$ cat src/rtl/rdret_pkg.sv
package rdret_pkg;
  localparam int COL_W  = 10;
  localparam int BANK_W = 3;
  localparam int AL_W   = 3;
  localparam int CL_W   = 5;
  localparam int MAX_RL = 40;
  localparam int RL_MIN = 2;
  localparam int RL_W   = $clog2(MAX_RL + 1);
  localparam int CCD    = 4;
  localparam int GAP_W  = $clog2(CCD + 1);

  typedef struct packed {
    logic              vld;
    logic              chop;
    logic              ap;
    logic [BANK_W-1:0] bank;
    logic [COL_W-1:0]  col;
  } rd_ent_t;

  // read latency from the two mode terms, clamped to the line depth
  function automatic logic [RL_W-1:0] rl_calc(input logic [AL_W-1:0] al,
                                               input logic [CL_W-1:0] cl);
    int s;
    s = int'(al) + int'(cl);
    if (s < RL_MIN) s = RL_MIN;
    if (s > MAX_RL) s = MAX_RL;
    return RL_W'(s);
  endfunction

  // index of the final data cycle of a burst
  function automatic logic [1:0] last_beat(input logic chop);
    return chop ? 2'd1 : 2'd3;
  endfunction

  // column of element idx, wrapping inside the aligned group
  function automatic logic [COL_W-1:0] elem_col(input logic [COL_W-1:0] base,
                                                input logic chop,
                                                input logic [2:0] idx);
    logic [COL_W-1:0] r;
    r = base;
    if (chop) r[1:0] = base[1:0] + idx[1:0];
    else      r[2:0] = base[2:0] + idx;
    return r;
  endfunction
endpackage

$ cat src/rtl/rdret_mode.sv
module rdret_mode
  import rdret_pkg::*;
#(
  parameter int AL_RST = 0,
  parameter int CL_RST = 8
) (
  input  logic            clk,
  input  logic            rst_n,
  input  logic            wr,
  input  logic            idle,
  input  logic [AL_W-1:0] al_in,
  input  logic [CL_W-1:0] cl_in,
  output logic            take,
  output logic [RL_W-1:0] rl
);
  logic [AL_W-1:0] al_q;
  logic [CL_W-1:0] cl_q;

  assign take = wr & idle;
  assign rl   = rl_calc(al_q, cl_q);

  always_ff @(posedge clk or negedge rst_n) begin
    if (!rst_n) begin
      al_q <= AL_W'(AL_RST);
      cl_q <= CL_W'(CL_RST);
    end else if (take) begin
      al_q <= al_in;
      cl_q <= cl_in;
    end
  end
endmodule

$ cat src/rtl/rdret_gate.sv
module rdret_gate
  import rdret_pkg::*;
(
  input  logic clk,
  input  logic rst_n,
  input  logic req,
  output logic take,
  output logic err
);
  logic [GAP_W-1:0] since_q;
  logic             gap_ok;

  assign gap_ok = (int'(since_q) >= CCD);
  assign take   = req & gap_ok;

  always_ff @(posedge clk or negedge rst_n) begin
    if (!rst_n) begin
      since_q <= GAP_W'(CCD);
      err     <= 1'b0;
    end else begin
      err <= req & ~gap_ok;
      if (take)        since_q <= GAP_W'(1);
      else if (!gap_ok) since_q <= since_q + GAP_W'(1);
    end
  end
endmodule

$ cat src/rtl/rdret_delay.sv
module rdret_delay
  import rdret_pkg::*;
(
  input  logic            clk,
  input  logic            rst_n,
  input  logic            load,
  input  rd_ent_t         ent_in,
  input  logic [RL_W-1:0] rl,
  output rd_ent_t         head,
  output logic            next_vld,
  output logic            any_vld
);
  rd_ent_t line_q [MAX_RL];

  assign head     = line_q[0];
  assign next_vld = line_q[1].vld;

  always_comb begin
    any_vld = 1'b0;
    for (int k = 0; k < MAX_RL; k++) any_vld = any_vld | line_q[k].vld;
  end

  // slot k reaches the head k edges later; a command lands in slot rl-1
  always_ff @(posedge clk or negedge rst_n) begin
    if (!rst_n) begin
      for (int k = 0; k < MAX_RL; k++) line_q[k] <= '0;
    end else begin
      for (int k = 0; k < MAX_RL; k++) begin
        if (load && int'(rl) == k + 1) line_q[k] <= ent_in;
        else if (k == MAX_RL - 1)      line_q[k] <= '0;
        else                           line_q[k] <= line_q[(k + 1) % MAX_RL];
      end
    end
  end
endmodule

$ cat src/rtl/rdret_beats.sv
module rdret_beats
  import rdret_pkg::*;
(
  input  logic              clk,
  input  logic              rst_n,
  input  rd_ent_t           head,
  output logic              act,
  output logic              data_cyc,
  output logic              last_cyc,
  output logic [COL_W-1:0]  rcol,
  output logic [COL_W-1:0]  fcol,
  output logic [BANK_W-1:0] cur_bank,
  output logic              cur_ap
);
  logic [1:0]        beat_q;
  logic              chop_q;
  logic              ap_q;
  logic [BANK_W-1:0] bank_q;
  logic [COL_W-1:0]  col_q;

  logic [1:0]        bsel;
  logic              cur_chop;
  logic [COL_W-1:0]  cur_col;

  always_comb begin
    if (head.vld) begin
      bsel     = 2'd0;
      cur_chop = head.chop;
      cur_col  = head.col;
      cur_bank = head.bank;
      cur_ap   = head.ap;
    end else begin
      bsel     = beat_q;
      cur_chop = chop_q;
      cur_col  = col_q;
      cur_bank = bank_q;
      cur_ap   = ap_q;
    end
    data_cyc = head.vld | act;
    last_cyc = data_cyc & (bsel == last_beat(cur_chop));
    rcol = data_cyc ? elem_col(cur_col, cur_chop, {bsel, 1'b0}) : '0;
    fcol = data_cyc ? elem_col(cur_col, cur_chop, {bsel, 1'b1}) : '0;
  end

  always_ff @(posedge clk or negedge rst_n) begin
    if (!rst_n) begin
      act    <= 1'b0;
      beat_q <= '0;
      chop_q <= 1'b0;
      ap_q   <= 1'b0;
      bank_q <= '0;
      col_q  <= '0;
    end else if (head.vld) begin
      act    <= 1'b1;
      beat_q <= 2'd1;
      chop_q <= head.chop;
      ap_q   <= head.ap;
      bank_q <= head.bank;
      col_q  <= head.col;
    end else if (act) begin
      if (beat_q == last_beat(chop_q)) act <= 1'b0;
      beat_q <= beat_q + 2'd1;
    end
  end
endmodule

$ cat src/rtl/rdret_top.sv
module rdret_top
  import rdret_pkg::*;
#(
  parameter int AL_RST = 0,
  parameter int CL_RST = 8
) (
  input  logic              clk,
  input  logic              rst_n,
  input  logic              mode_wr,
  input  logic [AL_W-1:0]   mode_al,
  input  logic [CL_W-1:0]   mode_cl,
  input  logic              rd_valid,
  input  logic [BANK_W-1:0] rd_bank,
  input  logic [COL_W-1:0]  rd_col,
  input  logic              rd_ap,
  input  logic              rd_chop,
  output logic              dq_oe,
  output logic              dqs_hi,
  output logic              data_valid,
  output logic [COL_W-1:0]  rise_col,
  output logic [COL_W-1:0]  fall_col,
  output logic              proto_err,
  output logic              bus_hiz,
  output logic              ap_done,
  output logic              open_done,
  output logic [BANK_W-1:0] done_bank
);
  // named internal events, also observed by the bound checker
  logic              cmd_take;
  logic              mode_take;
  logic [RL_W-1:0]   rl;
  logic              idle;
  rd_ent_t           ent_in;
  rd_ent_t           head;
  logic              next_vld;
  logic              any_vld;
  logic              act;
  logic              data_cyc;
  logic              last_cyc;
  logic              last_q;
  logic              oe_q;
  logic              pre_cyc;
  logic              post_cyc;
  logic [BANK_W-1:0] cur_bank;
  logic              cur_ap;

  assign idle   = ~any_vld & ~act & ~last_q;
  assign ent_in = '{vld: 1'b1, chop: rd_chop, ap: rd_ap, bank: rd_bank, col: rd_col};

  rdret_mode #(.AL_RST(AL_RST), .CL_RST(CL_RST)) u_mode (
    .clk(clk), .rst_n(rst_n), .wr(mode_wr), .idle(idle),
    .al_in(mode_al), .cl_in(mode_cl), .take(mode_take), .rl(rl)
  );

  rdret_gate u_gate (
    .clk(clk), .rst_n(rst_n), .req(rd_valid), .take(cmd_take), .err(proto_err)
  );

  rdret_delay u_delay (
    .clk(clk), .rst_n(rst_n), .load(cmd_take), .ent_in(ent_in), .rl(rl),
    .head(head), .next_vld(next_vld), .any_vld(any_vld)
  );

  rdret_beats u_beats (
    .clk(clk), .rst_n(rst_n), .head(head), .act(act), .data_cyc(data_cyc),
    .last_cyc(last_cyc), .rcol(rise_col), .fcol(fall_col),
    .cur_bank(cur_bank), .cur_ap(cur_ap)
  );

  assign pre_cyc    = next_vld & ~data_cyc;
  assign post_cyc   = last_q & ~data_cyc;
  assign data_valid = data_cyc;
  assign dqs_hi     = data_cyc;
  assign dq_oe      = data_cyc | pre_cyc | post_cyc;
  assign bus_hiz    = oe_q & ~dq_oe;
  assign ap_done    = last_cyc & cur_ap;
  assign open_done  = last_cyc & ~cur_ap;
  assign done_bank  = last_cyc ? cur_bank : '0;

  always_ff @(posedge clk or negedge rst_n) begin
    if (!rst_n) begin
      last_q <= 1'b0;
      oe_q   <= 1'b0;
    end else begin
      last_q <= last_cyc;
      oe_q   <= dq_oe;
    end
  end
endmodule

$ cat config.mk
export PLATFORM = sky130hd
export DESIGN_NAME = rdret_top
export DESIGN_NICKNAME = d
export VERILOG_FILES = /design/src/rtl/rdret_pkg.sv /design/src/rtl/rdret_mode.sv /design/src/rtl/rdret_gate.sv /design/src/rtl/rdret_delay.sv /design/src/rtl/rdret_beats.sv /design/src/rtl/rdret_top.sv
export SDC_FILE = /design/constraint.sdc
export NUM_CORES = 1
export LEC_CHECK = 0
export BUFFER_PORTS_ARGS = -buffer_cell sky130_fd_sc_hd__buf_2
export CAP_MARGIN = 20
export CORE_ASPECT_RATIO = 1.4
export CORE_MARGIN = 8
export CORE_UTILIZATION = 55
export DETAILED_ROUTE_END_ITERATION = 8
export PLACE_DENSITY_LB_ADDON = 0.25
export SYNTH_ARGS = -nofsm -noshare
export SYNTH_HDL_FRONTEND = slang
export SYNTH_SLANG_ARGS = --single-unit
$ cat constraint.sdc
create_clock -name clk -period 3.3 [get_ports clk]
set_input_delay 0.165 -clock clk [delete_from_list [all_inputs] [get_ports clk]]
set_output_delay 0.165 -clock clk [all_outputs]
set_load 0.005 [all_outputs]
==> results of run 1 <==
[flip-flops by register name, summed over array words and instances (netlist names), 2 cells and up]
name / flops
u_delay.head: 16
u_mode.al_q: 3
u_beats.col_q: 10
u_beats.beat_q: 2
u_delay.line_q: 623
u_beats.bank_q: 3
u_gate.since_q: 3
u_mode.cl_q: 5
[layout by cell type, fill, tap and decap left out, types with 10 or more instances in the layout]
cell type	instances
dfrtp_1	670
mux2_2	589
clkbuf_16	61
buf_2	55
buf_4	49
nand2b_1	29
and2_1	21
clkbuf_8	19
or2_2	16
nor2_1	15
nor2b_1	13
clkbuf_1	12
nor4_1	11
inv_1	10
nand2_1	10
dlygate4sd3_1	10
[how the worst max path moves through the flow]
stage               slack, ns             endpoint  cells after the start            from
CTS                      0.12  u_delay.line_q[129]                      8  u_mode.cl_q[0]
finish                   0.18   u_delay.line_q[43]                      7  u_mode.cl_q[0]
detailed placement       0.13  u_delay.line_q[478]                      8  u_mode.cl_q[0]
global route            0.006   u_delay.line_q[43]                      8  u_mode.cl_q[0]
global placement         0.18  u_delay.line_q[142]                      8  u_mode.cl_q[0]
floorplan                0.38  u_delay.line_q[198]                      9  u_mode.cl_q[0]
[cell type report]
cell class / count / area [um2]
well taps: 624 / 781
flip-flops and latches: 672 / 16800
fillers: 3466 / 17800
multi-input cells: 809 / 8280
inverters: 10 / 37.5
repair buffers: 124 / 938
clock inverters: 18 / 256
clock buffers: 92 / 1830
[critical path, delay by kind of cell (launching register included)]
kind,cells,cell delay [ns]
fa+ha+maj,2,0.67
buf+inv,1,0.05
simple gates,2,1.21
flops,1,0.35
xor+xnor,1,0.29
mux,1,0.42
[per-layer routing]
| metal | GRT usage [%] | part of all wire, % | vias up |
|---|---|---|---|
| met2 | 35.1 | 57 | 170 |
| met4 | 7.27 | 3.6 | 0 |
| met3 | 2.93 | 2.9 | 88 |
| li1 | - | - | 5699 |
| met1 | 20.2 | 37 | 6832 |
| met5 | 0 | 0 | - |
[power by group]
| part | total (W) | switching [W] | leakage, nW | internal [W] |
|---|---|---|---|---|
| clock network | 0.00724 | 0.00295 | 1.03 | 0.00428 |
| logic | 0.00511 | 0.00252 | 4.68 | 0.00260 |
| registers | 0.0111 | 0.000753 | 9.23 | 0.0104 |
| total | 0.0235 | 0.00622 | 14.9 | 0.0172 |
[cell families after synthesis]
family / count (synthesis) / synth area share [%]
xor gates and xnor gates: 7 / 0.267
muxes: 591 / 25.8
DFF: 672 / 65.2
and+or+nand+nor: 162 / 4.13
adders and majority gates: 7 / 0.398
AOI/OAI and AO/OA: 42 / 1.42
buffers and inverters: 150 / 2.77
[metrics by stage]
stage	cells	total power, W	hold WS, ns
after detailed placement	2229	0.0164	0.307
final	2349	0.0235	0.173
after floorplan	1631	0.0149	-0.131
after global routing	2349	0.0246	0.187
after CTS	2349	0.0237	0.141
after global placement	2229	0.0161	0.289
[repair_timing]
action | in CTS | in global routing
hold buffers | 10 | 0
resized for setup | 0 | 2
hold endpoints to repair | 102 | 0
endpoints found under the setup margin | 0 | 30
==> run metrics, run 1 <==
outcome finished clean; share of layout cells above drive strength 1 50.0%; Peak Freq 0.321 GHz; post-route DRC violation count 0; CP Cell Sequence ha_1 -> inv_1 -> fa_1 -> xor2_1 -> or3_1 -> nor2_2 -> mux2_2; register-to-register setup slack 0.18 ns; CTS root buffer clkbuf_16; die area 54,200 um2; fin crit period 3.12 ns; Hold Crit Start rd_col[4]; FF-to-FF End u_delay.line_q[43]; RSZ-0062 raised after global routing false; total grt overflow 0; most frequent cells after synthesis dfrtp_1, mux2_2, clkbuf_1; Yosys reg bits 672; Worst EP arrival 3.61 ns; Nets 1,711; Final HPWL DP 30,700 um; Power Density 811 nW/um2; Post-synth EDFFs 0; io pins 57; vias in the first global route 14,529; top fanout value on the critical path 16; Mapped Avg Cell Area 15.8 um2; Min-Delay Path Depth 2; Min-Delay Path Class primary input to flip-flop; GP Congestion 0.815; Area growth syn-to-layout 12.2%; CTS Sinks 672; post-place instance area 26,700 um2; CP required 3.80 ns; ys async rst share 100%; Yosys top cell area share 65.0%; initial antenna violation count 1; Seq/Total Area, Yosys 65.2%; buffer count from post-CTS setup fixing 0; reg2reg path depth 7; ranking of synthesized cells by area dfrtp_1, mux2_2, clkbuf_1; Yosys cell types 59; largest area contributor in the netlist dfrtp_1; critical path's slowest cell nor2_2; first-pass GRT wire length 78,700 um; largest net degree at the start of global routing 108; wire length per cell 20.5 um; Vias 12,789; diode count 0; Initial Util 55.2%; Worst-Margin Slew 1.04 ns; Cell Rows 94; final hold vios 0; clk_lat worst skew 0.62 ns; Slew headroom 30.4%; synth warn 0; most frequent cell after synthesis dfrtp_1; WS Path Type flip-flop to flip-flop; CTS tree yes; Hold EP u_delay.line_q[4]; htree depth 2; final antenna-violating net count 0; total core area 46,700 um2; slowest stage delay, CP 0.74 ns; drt pass-1 iters 4; DIE WIDTH 199 um; clock buffer depth 3; vias per inst 5.44; Slew Limit Fails 0; pre-CTS setup slack 0.134 ns; Reg clk slew, reported paths 0.06 ns; total CTS buffers 60; Post-Route WL 48,200 um; Max-Cap Viols 0; die height 272 um; Mapped Cells 1,631; Finished Cell Area 28,900 um2; setup TNS 0 ns; clock skew 0.0135 ns; CP Capture Type flip-flop; initial DRC count 454; Reg-to-Reg Start u_mode.cl_q[0]; CP Launch Type flip-flop; fin util 62.0%; overall routing resource usage 18.5%; Primary FF master, synth dfrtp_1; Netlist Area Pre-Place 25,800 um2; period utilization 94.4%; final setup vio count 0; VDD IR max 0.503 mV; synthesized net count 1,665; Leak 14.9 nW; IO buf count 56; Setup WS post-layout 0.185 ns
Power figures use the tool's default switching activity.
==> inputs of run 2 (changes only) <==
- SYNTH_HIERARCHICAL: unset -> 1
==> run 2 against run 1 <==
Effect of this change:
- sequential cell count stayed put
- first-iteration DRC count is 18% higher
- largest cell class unchanged
- power is 1.6% higher
- count of clock-buffer cells in the layout is 4 lower
- critical path depth is 2 higher
- cell count is 1.7% higher
- non-clock buffer count is 22 higher
- via count is 4.2% higher
- sequential power is 4% lower
- sequential share of layout area is 2.1 points lower
==> run metrics, run 2 <==
Power Density 794 nW/um2 (-2.1%); top fanout value on the critical path 16 (unchanged); overall routing resource usage 18.9% (+0.36 points); Worst-Margin Slew 0.885 ns (-0.150 ns); largest net degree at the start of global routing 120 (+11%); outcome finished clean; Leak 15.6 nW (+4.4%); Final HPWL DP 31,400 um (+2.4%); vias per inst 5.58 (+2.5%); most frequent cells in the layout dfrtp_1, mux2_2, clkbuf_16, buf_2, buf_4; clock skew 0.0219 ns (+0.00836 ns); CTS Sinks 672 (unchanged); total CTS buffers 61 (+1.7%); Setup WS post-layout 0.0933 ns (-0.0914 ns); synth warn 6 (+6); Post-Route WL 50,900 um (+5.4%); Slew headroom 41.0% (+11 points); CP Launch Type flip-flop; Reg with most FFs u_delay/line_q; final antenna-violating net count 0 (unchanged); VDD IR max 0.556 mV (+11%); final setup vio count 0 (unchanged); fin crit period 3.21 ns (+0.0914 ns); die area 55,200 um2 (+1.9%); total core area 47,700 um2 (+2.1%); Worst EP arrival 3.68 ns (+0.07 ns); DIE WIDTH 201 um (+0.92%); drt pass-1 iters 4 (unchanged); vias in the first global route 14,653 (+0.85%); CTS tree yes; pre-CTS setup slack -0.0627 ns (-0.197 ns); max FFs per register 623 (unchanged); CP required 3.77 ns (-0.03 ns); Mapped Cells 1,655 (+1.5%); Cell Rows 95 (+1.1%); Area growth syn-to-layout 14.0%; GP Congestion 0.878 (+7.8%); Min-Delay Path Class primary input to async pin; wire length per cell 21.3 um (+3.7%); critical path's slowest cell fa_1; Initial Util 55.2% (about the same); WS Path Type flip-flop to flip-flop; commonest non-fill, non-tap cell in the layout dfrtp_1; CP Capture Type flip-flop; Filler Cell Count 3,442 (-0.69%); Min Hold Slack 0.127 ns (-0.0458 ns); Nets 1,747 (+2.1%); io pins 57 (unchanged); die height 275 um (+0.95%); clock buffer depth 3 (unchanged); initial DRC count 536 (+18%); post-route DRC violation count 0 (unchanged); Mapped Avg Cell Area 15.9 um2 (+0.54%); clk_lat worst skew 0.61 ns (about the same); CTS root buffer clkbuf_16; total grt overflow 0 (unchanged); share of layout cells above drive strength 1 51.6% (+1.6 points); final hold vios 0 (unchanged); Vias 13,327 (+4.2%); Placed Cells 2,260 (+1.4%); Reg clk slew, reported paths 0.06 ns (about the same); Netlist Area Pre-Place 26,300 um2 (+2.0%); initial antenna violation count 0 (-1); Max-Cap Viols 0 (unchanged); period utilization 97.2% (+2.8 points); slowest stage delay, CP 0.55 ns (-0.19 ns); first-pass GRT wire length 82,700 um (+5.1%); Slew Limit Fails 0 (unchanged); Final Instance Count excl. Fillers 2,388 (+1.7%); IO buf count 56 (unchanged); htree depth 2 (unchanged); Peak Freq 0.312 GHz (-2.8%); CP Cell Sequence ha_2 -> fa_1 -> nor4_1 -> nand4_1 -> and4_4 -> nand2b_1 -> or4_1 -> buf_12 -> mux2_4
-- run 2: where the power goes --
| group | total (W) | internal [W] | switching (W) |
|---|---|---|---|
| clock network | 0.00742 | 0.00448 | 0.00294 |
| registers | 0.0107 | 0.0101 | 0.000634 |
| logic | 0.00569 | 0.00295 | 0.00274 |
-- run 2: per-layer routing --
layer  track usage (%)  vias up  part of all wire, %
met5                 0        -                    0
met4              6.61        0                  2.9
met3              2.76       80                  3.3
met2              34.6      212                   54
met1              22.4     7174                   40
li1                  -     5861                    -
-- run 2: final timing paths --
kind | startpoint | end | slack (ns) | cells past startpoint
worst max-delay path | u_mode/cl_q[0] | u_delay/line_q[485] | 0.09 | 9
worst min-delay path | rst_n | u_mode/al_q[1] | 0.13 | 2
worst max register to register | u_mode/cl_q[0] | u_delay/line_q[485] | 0.09 | 9
worst min register to register | u_delay/line_q[288] | u_delay/line_q[304] | 0.45 | 1
max in group asynchronous | rst_n | u_delay/line_q[536] | 2.00 | 4
min in group clk | rd_col[4] | u_delay/line_q[4] | 0.18 | 2
-- run 2: cell type report --
type | instances | area [um2] | area share (%)
flip-flops and latches | 672 | 16800 | 56.0
clock inverters | 19 | 369 | 1.23
well taps | 630 | 788 | 2.63
clock buffers | 88 | 1770 | 5.90
inverters | 7 | 26.3 | 0.0876
multi-input cells | 825 | 8780 | 29.3
diodes | 1 | 2.50 | 0.00834
repair buffers | 146 | 1450 | 4.83
-- run 2: stage by stage --
step / total power (W) / TNS [ns] / util, % / cell area [um2]
after global routing: 0.0250 / -0.0976 / 63.0 / 30000
after global placement: 0.0159 / 0 / 57.8 / 27600
after CTS: 0.0236 / 0 / 62.6 / 29800
after detailed placement: 0.0161 / -2.46 / 57.8 / 27600
final: 0.0238 / 0 / 63.0 / 30000
after floorplan: 0.0145 / 0 / - / 26300
-- run 2: critical path, delay by kind of cell (launching register included) --
kind	cells	cell delay, ns
and+or+nand+nor	5	1.42
adders and majority gates	2	0.76
DFF	1	0.39
muxes	1	0.30
buffers and inverters	1	0.20
-- run 2: timing repair --
item	in CTS	in global routing
gates cloned	0	1
hold buffers	10	0
resized for setup	4	24
setup endpoints to repair	101	432
setup buffers	0	9
hold endpoints to repair	76	0
pin swaps	0	2
